`src/rtl/uftx_pkg.sv`:
```
// Package: shared frame-format type for the serial character transmitter.
package uftx_pkg;

    // Per-word format settings, captured together with the character.
    typedef struct packed {
        logic xbit_en;     // send the host-supplied extra bit
        logic short_word;  // drop the most significant data bit
        logic two_stop;    // two stop bits instead of one
    } uftx_cfg_t;

endpackage

```
`src/rtl/uftx_holdbuf.sv`:
```
// Module: uftx_holdbuf
// One-entry holding register in front of the frame shifter.
// Assumes take_i is raised only while full_o is 1. A load while full is dropped.
module uftx_holdbuf
    import uftx_pkg::*;
#(
    parameter int DATA_W = 8
) (
    input  logic              clk,
    input  logic              rst_n,
    input  logic              load_i,
    input  logic [DATA_W-1:0] data_i,
    input  logic              xbit_i,
    input  uftx_cfg_t         cfg_i,
    input  logic              take_i,
    output logic              full_o,
    output logic [DATA_W-1:0] data_o,
    output logic              xbit_o,
    output uftx_cfg_t         cfg_o
);

    // Occupancy flag: set by an accepted load, cleared when the shifter takes the word.
    always_ff @(posedge clk) begin
        if (!rst_n) begin
            full_o <= 1'b0;
        end else if (take_i) begin
            full_o <= 1'b0;
        end else if (load_i && !full_o) begin
            full_o <= 1'b1;
        end
    end

    // Payload capture: character, extra bit and format settings on an accepted load.
    always_ff @(posedge clk) begin
        if (!rst_n) begin
            data_o <= '0;
            xbit_o <= 1'b0;
            cfg_o  <= '0;
        end else if (load_i && !full_o) begin
            data_o <= data_i;
            xbit_o <= xbit_i;
            cfg_o  <= cfg_i;
        end
    end

endmodule

```
`src/rtl/uftx_shifter.sv`:
```
// Module: uftx_shifter
// Assembles a frame from a word and its settings and shifts it out LSB first.
// Each bit lasts OVERSAMPLE ticks. Assumes start_i is raised only while busy_o is 0.
// A tick on the start edge is not counted.
module uftx_shifter
    import uftx_pkg::*;
#(
    parameter int DATA_W     = 8,
    parameter int OVERSAMPLE = 16
) (
    input  logic              clk,
    input  logic              rst_n,
    input  logic              tick_i,
    input  logic              start_i,
    input  logic [DATA_W-1:0] data_i,
    input  logic              xbit_i,
    input  uftx_cfg_t         cfg_i,
    output logic              busy_o,
    output logic              tx_o
);

    localparam int FRAME_W = DATA_W + 4;
    localparam int CNT_W   = (OVERSAMPLE > 1) ? $clog2(OVERSAMPLE) : 1;
    localparam int BITS_W  = $clog2(FRAME_W + 1);
    localparam logic [CNT_W-1:0] LAST_TICK = CNT_W'(OVERSAMPLE - 1);

    logic [FRAME_W-1:0] frame;
    logic [BITS_W-1:0]  n_data;
    logic [BITS_W-1:0]  n_bits;
    logic [FRAME_W-1:0] shreg;
    logic [CNT_W-1:0]   tick_cnt;
    logic [BITS_W-1:0]  bits_left;

    // Frame image: start bit, data LSB first, optional extra bit, ones above.
    always_comb begin
        frame    = '1;
        frame[0] = 1'b0;
        n_data   = cfg_i.short_word ? BITS_W'(DATA_W - 1) : BITS_W'(DATA_W);
        for (int i = 0; i < DATA_W; i++) begin
            if (BITS_W'(i) < n_data) begin
                frame[i+1] = data_i[i];
            end
        end
        if (cfg_i.xbit_en) begin
            if (cfg_i.short_word) begin
                frame[DATA_W] = xbit_i;
            end else begin
                frame[DATA_W+1] = xbit_i;
            end
        end
        n_bits = BITS_W'(1) + n_data + BITS_W'(cfg_i.xbit_en)
               + (cfg_i.two_stop ? BITS_W'(2) : BITS_W'(1));
    end

    // Shift engine: load on start, advance one bit every OVERSAMPLE ticks.
    always_ff @(posedge clk) begin
        if (!rst_n) begin
            busy_o    <= 1'b0;
            shreg     <= '1;
            tick_cnt  <= '0;
            bits_left <= '0;
        end else if (start_i) begin
            busy_o    <= 1'b1;
            shreg     <= frame;
            tick_cnt  <= '0;
            bits_left <= n_bits;
        end else if (busy_o && tick_i) begin
            if (tick_cnt == LAST_TICK) begin
                tick_cnt  <= '0;
                shreg     <= {1'b1, shreg[FRAME_W-1:1]};
                bits_left <= bits_left - BITS_W'(1);
                if (bits_left == BITS_W'(1)) begin
                    busy_o <= 1'b0;
                end
            end else begin
                tick_cnt <= tick_cnt + CNT_W'(1);
            end
        end
    end

    // Line driver: current frame bit while busy, idle high otherwise.
    always_comb tx_o = busy_o ? shreg[0] : 1'b1;

endmodule

```
`src/rtl/uart_frame_tx.sv`:
```
// Module: uart_frame_tx
// Serial character transmitter: a holding buffer feeding a frame shifter.
// Assumes tick_i is one clock wide at OVERSAMPLE times the bit rate.
// The extra bit is sent as supplied; no parity is computed here.
module uart_frame_tx
    import uftx_pkg::*;
#(
    parameter int DATA_W     = 8,
    parameter int OVERSAMPLE = 16
) (
    input  logic              clk,
    input  logic              rst_n,
    input  logic              tick_i,
    input  logic              load_i,
    input  logic [DATA_W-1:0] data_i,
    input  logic              xbit_i,
    input  logic              xbit_en_i,
    input  logic              short_word_i,
    input  logic              two_stop_i,
    output logic              tx_o,
    output logic              buf_empty_o,
    output logic              quiet_o
);

    uftx_cfg_t         cfg_in;
    uftx_cfg_t         cfg_held;
    logic [DATA_W-1:0] data_held;
    logic              xbit_held;
    logic              buf_full;
    logic              shift_busy;
    logic              take;

    // Pack the format inputs into the shared settings type.
    always_comb begin
        cfg_in.xbit_en    = xbit_en_i;
        cfg_in.short_word = short_word_i;
        cfg_in.two_stop   = two_stop_i;
    end

    // Hand-off: move the buffered word whenever the shifter is idle.
    always_comb take = buf_full && !shift_busy;

    uftx_holdbuf #(.DATA_W(DATA_W)) u_buf (
        .clk    (clk),
        .rst_n  (rst_n),
        .load_i (load_i),
        .data_i (data_i),
        .xbit_i (xbit_i),
        .cfg_i  (cfg_in),
        .take_i (take),
        .full_o (buf_full),
        .data_o (data_held),
        .xbit_o (xbit_held),
        .cfg_o  (cfg_held)
    );

    uftx_shifter #(.DATA_W(DATA_W), .OVERSAMPLE(OVERSAMPLE)) u_shf (
        .clk     (clk),
        .rst_n   (rst_n),
        .tick_i  (tick_i),
        .start_i (take),
        .data_i  (data_held),
        .xbit_i  (xbit_held),
        .cfg_i   (cfg_held),
        .busy_o  (shift_busy),
        .tx_o    (tx_o)
    );

    // Status outputs for the host.
    always_comb begin
        buf_empty_o = !buf_full;
        quiet_o     = !buf_full && !shift_busy;
    end

endmodule

```
`config.mk`:
```
export PLATFORM = sky130hd
export DESIGN_NAME = uart_frame_tx
export DESIGN_NICKNAME = d
export VERILOG_FILES = /design/src/rtl/uftx_pkg.sv /design/src/rtl/uftx_holdbuf.sv /design/src/rtl/uftx_shifter.sv /design/src/rtl/uart_frame_tx.sv
export SDC_FILE = /design/constraint.sdc
export NUM_CORES = 1
export LEC_CHECK = 0
export BUFFER_PORTS_ARGS = -buffer_cell sky130_fd_sc_hd__buf_4
export CAP_MARGIN = 15
export CORE_MARGIN = 1.5
export CORE_UTILIZATION = 53
export CTS_CLUSTER_SIZE = 20
export DETAILED_ROUTE_END_ITERATION = 8
export PLACE_DENSITY = 0.82
export SYNTH_ARGS = -nofsm -noshare
export SYNTH_HDL_FRONTEND = slang
export SYNTH_SLANG_ARGS = --single-unit
export TNS_END_PERCENT = 1
```
`constraint.sdc`:
```
create_clock -name clk -period 2 [get_ports clk]
set_clock_uncertainty 0.2 [all_clocks]
set_input_delay 0.4 -clock clk [delete_from_list [all_inputs] [get_ports clk]]
set_output_delay 0.4 -clock clk [all_outputs]
set_load 0.03 [all_outputs]
```
==> reports/qor.txt <==
Worst reg-to-reg path cell count: 7
Synth Area in Simple Gates: 0.288
Reg-to-reg setup timing slack: 0.09 ns
Maximum Capacitance Violations: 0
Max-slew violations: 0
Die ar.: 0.00339 mm^2
Hold path start: data_i[2]
Antenna violation net count after detailed routing: 0
I/O pin count: 19
WS Path Type: reg -> reg
Area share of the largest cell type after synthesis: 0.397
Fin cells: 246
Synthesized area per cell: 8.20 um^2
Number of port buffers: 18
Worst path required time: 2.05 ns
Met1 Use GR: 0.286
Status: finished, final reports clean
Ys flop type: dfxtp_1
Initial antenna violation count: 0
Slew of the pin with the lowest slew margin: 0.713 ns
Commonest non-fill, non-tap cell in the layout: dfxtp_1
Distinct cells, synth: 39
Post-synthesis mux area share: 0.00620
Xor and xnor area share after synthesis: 0.00542
FF+latch count, synth: 32
Reg-to-Reg Start: u_buf.cfg_o[1]$_SDFFE_PN0P_
CP dominant cell by count: ha_1
Number of global-route vias before repair: 1384
Gpl congestion: 0.833
Hpwl dp: 2.48 mm
Largest cells by area after synthesis: dfxtp_1 40%, nand2_1 6.7%, ha_1 6.2%
Clock latency on the worst-skew pair: 0.34 ns
Share of synthesized flip-flops with an asynchronous set or reset: 0
Root Driver: clkbuf_4
Hold crit path type: in -> reg
CP Launch Point: u_buf.cfg_o[1]$_SDFFE_PN0P_
CP arrival: 1.95 ns
WL final: 3.60 mm
FF-to-FF End: u_shf.bits_left[2]$_SDFFE_PN0P_
Worst Hold Depth: 3
Die W: 58.2 um
Slew headroom: 0.524
CORE AREA: 0.00283 mm^2
Synth Area in Adders: 0.0620
Syn-to-layout area delta: 14.9%
Total power divided by cell area: 746 mW/mm^2
Global-route wire length before repair: 5.96 mm
CP max FO: 9
Most frequent cells in the layout: 32 x dfxtp_1, 29 x nand2_1, 24 x buf_4
Grt met2 use: 0.377
DRT Pass-1 Iters: 8
CP max stage cell: dfxtp_1
Post-Syn Nets: 221
Number of flops mapped to enable cells by yosys: 0
Tmin final: 1.91 ns
H-tree depth: 2
Final period utilization: 0.953
Setup Viol. Count Final: 0
Clock slew seen by the registers of the worst setup and hold paths: 0.11 ns
Area of the mapped netlist: 0.00162 mm^2
Fmax: 525 MHz
Synth Instances: 197
Critical Path Sink Type: register
Total GRT Usage: 0.229
Initial core utilization: 0.571
Vias post-DR: 1509
Largest net degree at the start of global routing: 21
Clock Sinks: 32
Hold Buf Count CTS: 0
Proportion of layout cells with a drive suffix above 1: 0.163
Clock buffers created by TritonCTS: 5
Max Buffers Root-to-Sink: 2
Chip height: 58.2 um
RSZ-0062 raised after global routing: no
Max stage delay on crit path: 0.48 ns
Hold EP: u_buf.data_o[2]$_SDFFE_PN0P_
Total gr overflow: 0
Yosys Warn Count: 0
Initial detailed-routing violation count: 99
Global routing's busiest layer: met2
Post-Route Setup TNS: 0 ns
Leak: 0.718 nW
Cell taking the most area after synthesis: dfxtp_1
CTS tree: done
Number of diodes: 0
Post-synthesis sequential area ratio: 0.397
Filler Cell Count: 211
Worst setup SP type: register
DRC: 0
Nets@finish: 238
# rows: 19
Routing usage on met3: 0.0692
DR vias/cell: 6.13
DR WL/cell: 14.6 um
Worst IR Drop VDD: 823 uV
Postcts setup bufs: 0
Post-Place Cells: 238
CP Cell Sequence: ha_1, inv_1, ha_1, ha_1, nor2b_1, o21ai_0, a311oi_1
Largest family of logic cells by synthesized area: simple AND/OR/NAND/NOR gates
Final Hold Viols: 0
Synth Area in Compound Gates: 0.184
cell type report:
| type | count | area, um^2 | share of cell area |
|---|---|---|---|
| multi-input combinational | 144 | 895 | 0.482 |
| inverter | 7 | 26.3 | 0.0142 |
| tap | 31 | 38.8 | 0.0209 |
| clock buffer | 6 | 41.3 | 0.0222 |
| sequential | 32 | 641 | 0.345 |
| timing repair buffer | 24 | 180 | 0.0970 |
| clock inverter | 2 | 35.0 | 0.0189 |
worst max-delay path, delay by kind of cell (launching register included):
family,cells,cell delay (ns)
AO/OA/AOI/OAI,2,0.33
adder cells (fa/ha/maj),3,0.63
buffers and inverters,1,0.06
flip-flops,1,0.48
AND/OR/NAND/NOR,1,0.11
how the worst max path moves through the flow:
stage,endpoint
after global routing,u_shf.bits_left[3]$_SDFFE_PN0P_
after detailed placement,u_shf.bits_left[3]$_SDFFE_PN0P_
final,u_shf.bits_left[2]$_SDFFE_PN0P_
after global placement,u_shf.bits_left[3]$_SDFFE_PN0P_
after CTS,quiet_o
after floorplan,u_shf.bits_left[3]$_SDFFE_PN0P_
state kept, by name, summed over array words and instances (netlist names):
signal,cells
u_buf.full_o,1
u_buf.data_o,8
u_buf.xbit_o,1
u_shf.bits_left,4
u_buf.cfg_o,3
u_shf.busy_o,1
u_shf.shreg,10
u_shf.tick_cnt,4
synthesized netlist by cell type, types with 4 or more instances:
library cell / count
nor2b_1: 4
buf_2: 5
inv_1: 7
a21oi_1: 15
clkbuf_1: 7
nand2_1: 29
dfxtp_1: 32
o21ai_0: 8
nor3_1: 14
nand2b_1: 11
a211oi_1: 10
nor4_1: 9
ha_1: 8
nand3_1: 5
through the flow:
stage                     hold slack [ns]  utilization  total power [W]  cell area, um^2  setup slack, ns
after global routing               0.0893        0.656          0.00144             1860          0.00316
after CTS                          0.0898        0.653          0.00139             1850           0.0409
after global placement              0.245        0.625         0.000895             1770            0.214
after floorplan                     0.233            -         0.000840             1620            0.257
after detailed placement            0.247        0.625         0.000905             1770           0.0763
final                              0.0991        0.656          0.00139             1860           0.0943
cell families after synthesis:
family	after synthesis
AO/OA/AOI/OAI	46
XOR/XNOR	1
adder cells (fa/ha/maj)	8
buffers and inverters	21
flip-flops	32
multiplexers	1
AND/OR/NAND/NOR	88
metal layers:
| metal | vias up | share of wire |
|---|---|---|
| met1 | 699 | 0.44 |
| met5 | - | 0 |
| met3 | 6 | 0.068 |
| li1 | 743 | - |
| met4 | 0 | 0.0083 |
| met2 | 61 | 0.48 |
report_power, final:
part | switching [W] | leakage, nW | internal [W]
logic | 0.000107 | 0.413 | 0.0000858
clock network | 0.000223 | 0.0422 | 0.000262
registers | 0.0000293 | 0.263 | 0.000677
repair_timing:
item	CTS	global route
setup endpoints to repair	1	2
pin swaps	0	0
resized for setup	1	2
No activity file was read; power rests on OpenSTA's default activity.
